## config.mk

```make
export PLATFORM = sky130hd
export DESIGN_NAME = regmrg_top
export DESIGN_NICKNAME = d
export VERILOG_FILES = /design/src/rtl/regmrg_pkg.sv /design/src/rtl/regmrg_legal.sv /design/src/rtl/regmrg_extend.sv /design/src/rtl/regmrg_merge.sv /design/src/rtl/regmrg_file.sv /design/src/rtl/regmrg_top.sv
export SDC_FILE = /design/constraint.sdc
export NUM_CORES = 2
export LEC_CHECK = 0
export BUFFER_PORTS_ARGS = -buffer_cell sky130_fd_sc_hd__buf_2
export CORE_ASPECT_RATIO = 1.25
export CORE_MARGIN = 2
export CORE_UTILIZATION = 24
export DETAILED_ROUTE_END_ITERATION = 6
export GPL_TIMING_DRIVEN = 0
export SYNTH_ARGS = -nofsm -noshare
export SYNTH_HDL_FRONTEND = slang
export SYNTH_SLANG_ARGS = --single-unit
```

## constraint.sdc

```tcl
create_clock -name clk -period 24.1 [get_ports clk]
set_clock_uncertainty 0.15 [all_clocks]
set_input_delay 2.41 -clock clk [delete_from_list [all_inputs] [get_ports clk]]
set_output_delay 2.41 -clock clk [all_outputs]
set_load 0.02 [all_outputs]
```

## src/rtl/regmrg_pkg.sv

```systemverilog
// Shared types for the partial register write merge unit.
// Assumes a 64-bit register; width and mode codes are fixed encodings.
package regmrg_pkg;
    localparam int REG_W   = 64;
    localparam int N_SIZES = 4;

    typedef enum logic [1:0] {
        SZ_BYTE = 2'd0,
        SZ_WORD = 2'd1,
        SZ_DWRD = 2'd2,
        SZ_QUAD = 2'd3
    } size_e;

    typedef enum logic [2:0] {
        MD_COPY  = 3'd0,
        MD_ZEXT  = 3'd1,
        MD_SEXT  = 3'd2,
        MD_IMM32 = 3'd3,
        MD_IMM64 = 3'd4
    } mode_e;
endpackage

```

## src/rtl/regmrg_legal.sv

```systemverilog
// Decides whether a width/mode pairing is a legal move.
// Assumes the width codes order byte < word < dword < quad.
module regmrg_legal
    import regmrg_pkg::*;
(
    input  size_e       src_sz,
    input  size_e       dst_sz,
    input  logic [2:0]  mode,
    output logic        ok
);
    // Legality table per mode
    always_comb begin
        case (mode)
            MD_COPY:  ok = (src_sz == dst_sz);
            MD_ZEXT:  ok = (src_sz < dst_sz) && (src_sz <= SZ_WORD);
            MD_SEXT:  ok = (src_sz < dst_sz);
            MD_IMM32: ok = (src_sz == SZ_DWRD) && (dst_sz == SZ_QUAD);
            MD_IMM64: ok = (src_sz == SZ_QUAD) && (dst_sz == SZ_QUAD);
            default:  ok = 1'b0;
        endcase
    end
endmodule

```

## src/rtl/regmrg_extend.sv

```systemverilog
// Widens the operand from its source width to the full register width,
// padding with zeros or with its top bit depending on the mode.
// Assumes the caller discards the result for illegal pairings.
module regmrg_extend
    import regmrg_pkg::*;
(
    input  logic [REG_W-1:0] src_val,
    input  size_e            src_sz,
    input  logic [2:0]       mode,
    output logic [REG_W-1:0] ext_val
);
    logic                  use_sign;
    logic [REG_W-1:0]      cand [N_SIZES];

    // Sign padding for sign-extend and the 32-bit immediate form
    always_comb use_sign = (mode == MD_SEXT) || (mode == MD_IMM32);

    // One widened candidate per source width
    for (genvar g = 0; g < N_SIZES; g++) begin : g_cand
        localparam int BW = 8 << g;
        if (BW >= REG_W) begin : g_full
            always_comb cand[g] = src_val;
        end else begin : g_part
            // Pad above the source field
            always_comb cand[g] = {{(REG_W-BW){use_sign & src_val[BW-1]}},
                                   src_val[BW-1:0]};
        end
    end

    // Select the candidate for the given source width
    always_comb ext_val = cand[src_sz];
endmodule

```

## src/rtl/regmrg_merge.sv

```systemverilog
// Combines the widened operand with the old register value by destination
// width: narrow fields keep the old upper bits, dword clears the upper half.
// Falls back to the old value when the pairing is illegal.
module regmrg_merge
    import regmrg_pkg::*;
(
    input  logic [REG_W-1:0] old_val,
    input  logic [REG_W-1:0] ext_val,
    input  size_e            dst_sz,
    input  logic             ok,
    output logic [REG_W-1:0] new_val
);
    logic [REG_W-1:0] merged;

    // Destination-width write-back rule
    always_comb begin
        case (dst_sz)
            SZ_BYTE: merged = {old_val[REG_W-1:8],  ext_val[7:0]};
            SZ_WORD: merged = {old_val[REG_W-1:16], ext_val[15:0]};
            SZ_DWRD: merged = {{(REG_W-32){1'b0}},  ext_val[31:0]};
            default: merged = ext_val;
        endcase
    end

    // Keep the old value on an illegal pairing
    always_comb new_val = ok ? merged : old_val;
endmodule

```

## src/rtl/regmrg_file.sv

```systemverilog
// Register file with one synchronous write port and two combinational
// read ports. Synchronous active-low reset clears every entry.
module regmrg_file
    import regmrg_pkg::*;
#(
    parameter int N_REGS = 16,
    localparam int IDX_W = $clog2(N_REGS)
) (
    input  logic             clk,
    input  logic             rst_n,
    input  logic             we,
    input  logic [IDX_W-1:0] wsel,
    input  logic [REG_W-1:0] wdata,
    input  logic [IDX_W-1:0] asel,
    output logic [REG_W-1:0] adata,
    input  logic [IDX_W-1:0] bsel,
    output logic [REG_W-1:0] bdata
);
    logic [REG_W-1:0] regs_q [N_REGS];

    for (genvar i = 0; i < N_REGS; i++) begin : g_ent
        // Store one entry on a matching write
        always_ff @(posedge clk) begin
            if (!rst_n)
                regs_q[i] <= '0;
            else if (we && (wsel == IDX_W'(i)))
                regs_q[i] <= wdata;
        end
    end

    // Read port used for the old value
    always_comb adata = regs_q[asel];
    // Read port for external observation
    always_comb bdata = regs_q[bsel];
endmodule

```

## src/rtl/regmrg_top.sv

```systemverilog
// Partial register write merge unit with its register file.
// Reads the destination entry, merges the operand into it by width and
// mode, and stores the result on wr_en. An illegal pairing leaves it as is.
module regmrg_top
    import regmrg_pkg::*;
#(
    parameter int N_REGS = 16,
    localparam int IDX_W = $clog2(N_REGS)
) (
    input  logic             clk,
    input  logic             rst_n,
    input  logic             wr_en,
    input  logic [IDX_W-1:0] wr_sel,
    input  logic [REG_W-1:0] src_val,
    input  logic [1:0]       src_sz,
    input  logic [1:0]       dst_sz,
    input  logic [2:0]       mode,
    input  logic [IDX_W-1:0] rd_sel,
    output logic [REG_W-1:0] rd_val,
    output logic [REG_W-1:0] new_val,
    output logic             bad_combo
);
    size_e            s_sz, d_sz;
    logic             ok;
    logic [REG_W-1:0] old_val;
    logic [REG_W-1:0] ext_val;

    // Type the width codes
    always_comb begin
        s_sz = size_e'(src_sz);
        d_sz = size_e'(dst_sz);
    end

    regmrg_legal u_legal (
        .src_sz (s_sz),
        .dst_sz (d_sz),
        .mode   (mode),
        .ok     (ok)
    );

    regmrg_extend u_ext (
        .src_val (src_val),
        .src_sz  (s_sz),
        .mode    (mode),
        .ext_val (ext_val)
    );

    regmrg_merge u_merge (
        .old_val (old_val),
        .ext_val (ext_val),
        .dst_sz  (d_sz),
        .ok      (ok),
        .new_val (new_val)
    );

    regmrg_file #(.N_REGS(N_REGS)) u_file (
        .clk   (clk),
        .rst_n (rst_n),
        .we    (wr_en & ok),
        .wsel  (wr_sel),
        .wdata (new_val),
        .asel  (wr_sel),
        .adata (old_val),
        .bsel  (rd_sel),
        .bdata (rd_val)
    );

    // Error flag to the port
    always_comb bad_combo = ~ok;
endmodule

```

; ---- Word-level counts from Yosys, hierarchy flattened
; Memories as Yosys holds them, arrays and structs flattened.
; Index checks and enable logic that the tools add are counted.
[totals]
register_bits = 0
out_inout_bits = 129
ramBits = 1024
inputBits = 82
word_cells = 145
n_memories = 1
[op_classes]
n_mux = 71
n_reduce_logical = 23
magnitude_cmp = 3
eq_ne = 25
bitwise_logic = 22
[mem_list]
columns = name, depth, word_bits, read_ports, rd_ports_with_merged_regs, wr, line_no
row1 = u_file.regs_q, 16, 64, 2, 0, 16, regmrg_file.sv:19  ; logic [REG_W-1:0] regs_q [N_REGS];
[ops]
columns = cell, n
row1 = two-way mux 64 bit, 19
row2 = case mux 64 bit (3 select lines), 1
row3 = binary-select mux 64 bit (select 2 bit), 1
row4 = two-way mux 1 bit, 49
row5 = "equality test 4 bit, second input constant", 8
row6 = logical AND 1 bit, 19
row7 = "equality test 4 x 3 -> 1 bit, second input constant", 4
row8 = bitwise OR 1 bit, 16
row9 = "equality test 2 bit, second input constant", 4
row10 = "equality test 4 x 2 -> 1 bit, second input constant", 2
row11 = "equality test 3 x 2 -> 1 bit, second input constant", 2
row12 = case mux 1 bit (5 select lines), 1
row13 = AND 1 bit, 4
row14 = "equality test 4 x 1 -> 1 bit, second input constant", 1
row15 = zero test 4 bit, 1
row16 = "equality test 3 x 1 -> 1 bit, second input constant", 1
row17 = "equality test 3 bit, second input constant", 1
row18 = "greater-or-equal comparator 3 bit, second input constant", 1
row19 = zero test 3 bit, 1
row20 = inverter 2 -> 3 bit, 1
row21 = "equality test 2 x 1 -> 1 bit, second input constant", 1
row22 = equality test 2 bit, 1
row23 = "less-or-equal comparator 2 x 1 -> 1 bit, second input constant", 1
row24 = zero test 2 bit, 1
row25 = other kinds (3), 3

; ---- Depth between registers and ports, before layout
[logic_depth]
ltp_word = 9
mapped_depth = 14

; ---- Modules after synthesis
; A second synthesis with hierarchy kept.
[unflattened]
cells_unflattened = 3640
area_unflattened_um2 = 55069.1
[by_module_without_submodules]
columns = module, seq_area_each_um2, cells_per_inst, area_each_um2, n_inst
row1 = regmrg_file, 30749.5, 3327, 53168.5, 1
row2 = regmrg_merge, 0.0, 148, 1034.7, 1
row3 = regmrg_extend, 0.0, 146, 748.2, 1
row4 = regmrg_legal, 0.0, 17, 107.6, 1
row5 = regmrg_top, 0.0, 2, 10.0, 1

; ---- Worst setup path before layout
; No wires, ideal clock.
[synth_path]
path_kind = input to register
start = in src_sz[0]
end = mem u_file.regs_q[14][0], enable pin
required_ps = 23376
cell_stages = 12
slack_ps = 14325
t_arrival_ps = 9051
cell_sequence = buf_2 clkbuf_1 inv_1 ha_1 nand2_1 or4_1 buf_2 nand3_2 buf_2 buf_1 nand3_1 o21ai_0
[synth_rtl]
columns = item, line_no
row1 = from (decl), regmrg_top.sv:15  ; input logic [1:0] src_sz,
row2 = to (decl), regmrg_file.sv:19

; ---- Worst setup path in the final report
[layout_path]
start = in src_sz[0]
end = out new_val[7]
[layout_between]
elab_chain_len = 6
elab_cells_between_ends = 15
cone_classes = order compare (2) / eq/ne (3) / mux (6) / bitwise (1) / reduce/logical (3)
[layout_lines]
columns = item, line_no
row1 = inverter 2 -> 3 bit (implied by the code), regmrg_extend.sv:31  ; always_comb ext_val = cand[src_sz];
row2 = binary-select mux 64 bit (select 2 bit), regmrg_extend.sv:31
row3 = two-way mux 64 bit (implied by the code) (2 in a row), regmrg_extend.sv:31
row4 = case mux 64 bit (3 select lines), regmrg_merge.sv:17  ; case (dst_sz)
row5 = two-way mux 64 bit (*), regmrg_merge.sv:26  ; always_comb new_val = ok ? merged : old_val;
row6 = to (decl), regmrg_top.sv:20  ; output logic [REG_W-1:0] new_val,
; Every way passes the cells marked *; elsewhere a longest branch is shown, timed or not. The select of a mux whose other input is x is not followed.

==> flow_summary_export.csv <==
group,metric,value,unit
sta,worst-slew-pin-transition,1.553,ns
finish,top_register,"u_file.regs_q",
clock_tree,cts_tree,"done",
logic_synthesis,synthCells,3519,
setup_path,criticalPathCategory,"primary input to output port",
logic_synthesis,synthTopCellsByArea,"edfxtp_1 (57%), mux4_2 (25%), nor2_1 (5.9%), nor3_1 (2.4%), clkbuf_1 (1.2%)",
clock_tree,clk_latency,0.73,ns
place,numPortBuffers,202,
setup_path,path_cells,"buf_2, buf_2, clkbuf_1, inv_1, ha_1, o221ai_1, nand3_2, inv_2, buf_4, clkbuf_1, o21ai_0, buf_2",
setup_path,end_kind,"output port",
setup_path,critPathLaunch,"src_sz[0]",
setup_path,path_common_cell,"buf_2",
logic_synthesis,synth_common_cells,"edfxtp_1 (1024), nor2_1 (843), mux4_2 (600)",
power_and_ir_drop,powerDensity,69.27,mW/mm2
finish,post-route-cell-area,0.06323,mm2
sta,rsz0062_at_grt,"no",
logic_synthesis,synth_top_area_share,57.37,%
sta,min_period,9.805,ns
finish,area_delta_synth_final,17.97,%
clock_tree,cts_max_level,3,
power_and_ir_drop,power.switching,0.001163,W
logic_synthesis,synth.distinct_cells,42,
setup_path,reg2reg_to,"u_file.regs_q[7][10]",
hold_path,hold_path_class,"flop to flop",
finish,regArea,0.03075,mm2
logic_synthesis,yosysTopAreaCell,"edfxtp_1",
place,placed_cell_area,0.05980,mm2
finish,multi_input_area,0.02109,mm2
finish,largest_reg_flops,1024,
finish,reg_top3,"u_file.regs_q (1024)",
setup_path,cp_slowest_stage_delay,0.79,ns
finish,n_fill_cell,22287,
die,die-height,532.4,um
sta,slew_headroom,-3.500,%
setup_path,cp_slowest_cell,"clkbuf_1",
drt,routedWlPerCell,29.89,um
clock_tree,ctsResizeCount,0,
die,start_util,24.18,%
global_route,grt_overflow,0,
finish,drive_gt1_share,31.91,%
run_status,status,"complete, but fails checks",
logic_synthesis,synthFlopType,"edfxtp_1",
logic_synthesis,synthArstFlopShare,0,%
global_route,track_usage,17.81,%
die,coreArea,0.2217,mm2
drt,ant_nets,0,
setup_path,cp-start-kind,"primary input",
global_route,grt_max_degree,23,
clock_tree,cts_buffer_depth,3,
clock_tree,postCtsSetupBuffers,0,
power_and_ir_drop,p_clk_share,38.0,%
clock_tree,clk_pin_slew,0.08,ns
die,dieArea,0.2272,mm2
logic_synthesis,syn_area,0.05360,mm2
setup_path,reg2reg_depth,6,
logic_synthesis,yosys_warnings,0,
drt,first_pass_iters,6,
global_route,grt_first_pass_wirelength,284200,um
global_route,first_global_vias,37181,
power_and_ir_drop,sequentialPowerShare,46.9,%
drt,via_per_inst,5.253,
clock_tree,numCtsBuffers,96,
drt,drc_errors,0,
global_route,antenna_found_initial,28,
clock_tree,cts-root-buf,"clkbuf_16",
sta,finalHoldViolCount,0,
logic_synthesis,ys_seq_area_share,57.37,%
job,drv_cap,2,
sta,hold_slack,0.8886,ns
run_status,violations,"capacitance limit, slew limit",
drt,wirelength,206400,um
place,dp_hpwl,151600,um
power_and_ir_drop,netSwitchingFraction,26.54,%
drt,vias,36268,
finish,fin_nets,3965,
logic_synthesis,post-synth-top-count-cell,"edfxtp_1",
sta,achievable-frequency,102.0,MHz
logic_synthesis,syn_nets,3603,
clock_tree,cts-hold-fix-buffers,0,
setup_path,timing.critical_path.to,"new_val[7]",
power_and_ir_drop,p_int,0.003217,W
die,pin_count,211,
sta,setup_violations,0,
setup_path,cp_max_fo,10,
die,die_w,426.7,um
logic_synthesis,syn_area_per_cell,15.23,um2
sta,setup_tns,0,ns
power_and_ir_drop,total_power,0.004380,W
drt,drt_iter0_drc,4549,
logic_synthesis,synth-edff-count,1024,
power_and_ir_drop,worst_ir_drop_vdd,0.06139,mV
power_and_ir_drop,comb_power_share,15.1,%
sta,drv_slew,22,
die,num_rows,193,
power_and_ir_drop,power.leakage,21.09,nW
setup_path,timing.rr.start,"u_file.regs_q[10][10]",
setup_path,cp_data_arrival_time,7.25,ns
setup_path,required,21.54,ns
sta,finalCritPeriodShare,40.69,%
logic_synthesis,synth-seq-cells,1024,
place,gp_congestion,0.8699,
clock_tree,cts_sinks,1024,
setup_path,reg2reg_slack,21.46,ns
-- power by group through the flow --
stage          Sequential [W]  Combinational (W)  Clock [W]
6_report              0.00205           0.000663    0.00166
5_1_grt               0.00206           0.000693    0.00173
4_1_cts               0.00205           0.000664    0.00167
3_5_place_dp          0.00209           0.000663          0
3_3_place_gp          0.00212           0.000628          0
2_1_floorplan         0.00209           0.000394          0
-- cell type report --
type | instances | area share (%)
sequential | 1024 | 48.63
multi-input combinational | 2076 | 33.35
tap | 2925 | 5.788
clock buffer | 110 | 3.950
timing repair buffer | 264 | 3.773
buffer | 373 | 2.843
clock inverter | 65 | 1.314
inverter | 46 | 0.2731
antenna | 21 | 0.08311
-- metal layers --
| layer | vias to the layer above | track usage [%] | share of wire [%] |
|---|---|---|---|
| met4 | 8 | 12.40 | 8.0 |
| met2 | 2367 | 29.38 | 48 |
| met5 | - | 0 | 0.036 |
| li1 | 14519 | - | - |
| met3 | 585 | 4.138 | 9.9 |
| met1 | 18789 | 20.32 | 34 |
-- worst min-delay path by stage --
stage / start / endpoint / slack (ns) / cells past startpoint
6_report: u_file.regs_q[15][50] / u_file.regs_q[0][50] / 0.89 / 5
5_1_grt: u_file.regs_q[15][50] / u_file.regs_q[13][50] / 0.94 / 5
4_1_cts: u_file.regs_q[2][54] / u_file.regs_q[0][54] / 0.89 / 5
3_3_place_gp: u_file.regs_q[4][63] / u_file.regs_q[6][63] / 0.87 / 5
2_1_floorplan: u_file.regs_q[14][34] / u_file.regs_q[0][34] / 0.79 / 5
3_5_place_dp: u_file.regs_q[7][63] / u_file.regs_q[5][63] / 0.88 / 5
-- cells by family (layout without fill, tap and decap cells) --
family	Yosys count	after routing	synth area share, %
AND/OR/NAND/NOR	1282	1282	9.860
flip-flops	1024	1024	57.37
other	0	21	0
adder cells (fa/ha/maj)	2	2	0.04668
buffers and inverters	419	858	3.655
AO/OA/AOI/OAI	183	183	3.693
multiplexers	609	609	25.38
-- placed cells by master, fill, tap and decap left out, drive strengths merged, types with 2 or more instances in the layout --
cell type,count
nand2b,3
a22oi,80
edfxtp,1024
nor3,257
nor2b,3
mux2i,9
ha,2
clkbuf,288
nor2,856
a21oi,32
a2bb2oi,32
a31oi,2
a211oi,16
bufinv,19
nand4,16
clkinv,37
inv,49
diode,21
buf,459
nor4bb,2
clkinvlp,6
nand2,129
nand3,10
o21ai,17
mux4,600
-- critical path, delay by kind of cell --
family,cells,cell delay (ns)
buffers and inverters,8,3.16
AND/OR/NAND/NOR,1,0.44
adder cells (fa/ha/maj),1,0.24
AO/OA/AOI/OAI,2,0.95
-- stage by stage --
stage / std cells / setup WS, ns / utilization [%]
2_1_floorplan: 3519 / 14.33 / -
3_3_place_gp: 6646 / 5.912 / 26.29
3_5_place_dp: 6705 / 14.36 / 26.98
4_1_cts: 6880 / 14.35 / 28.48
5_1_grt: 6890 / 14.17 / 28.51
6_report: 6904 / 14.29 / 28.52
Note: power is estimated with default switching activity, not from simulation.
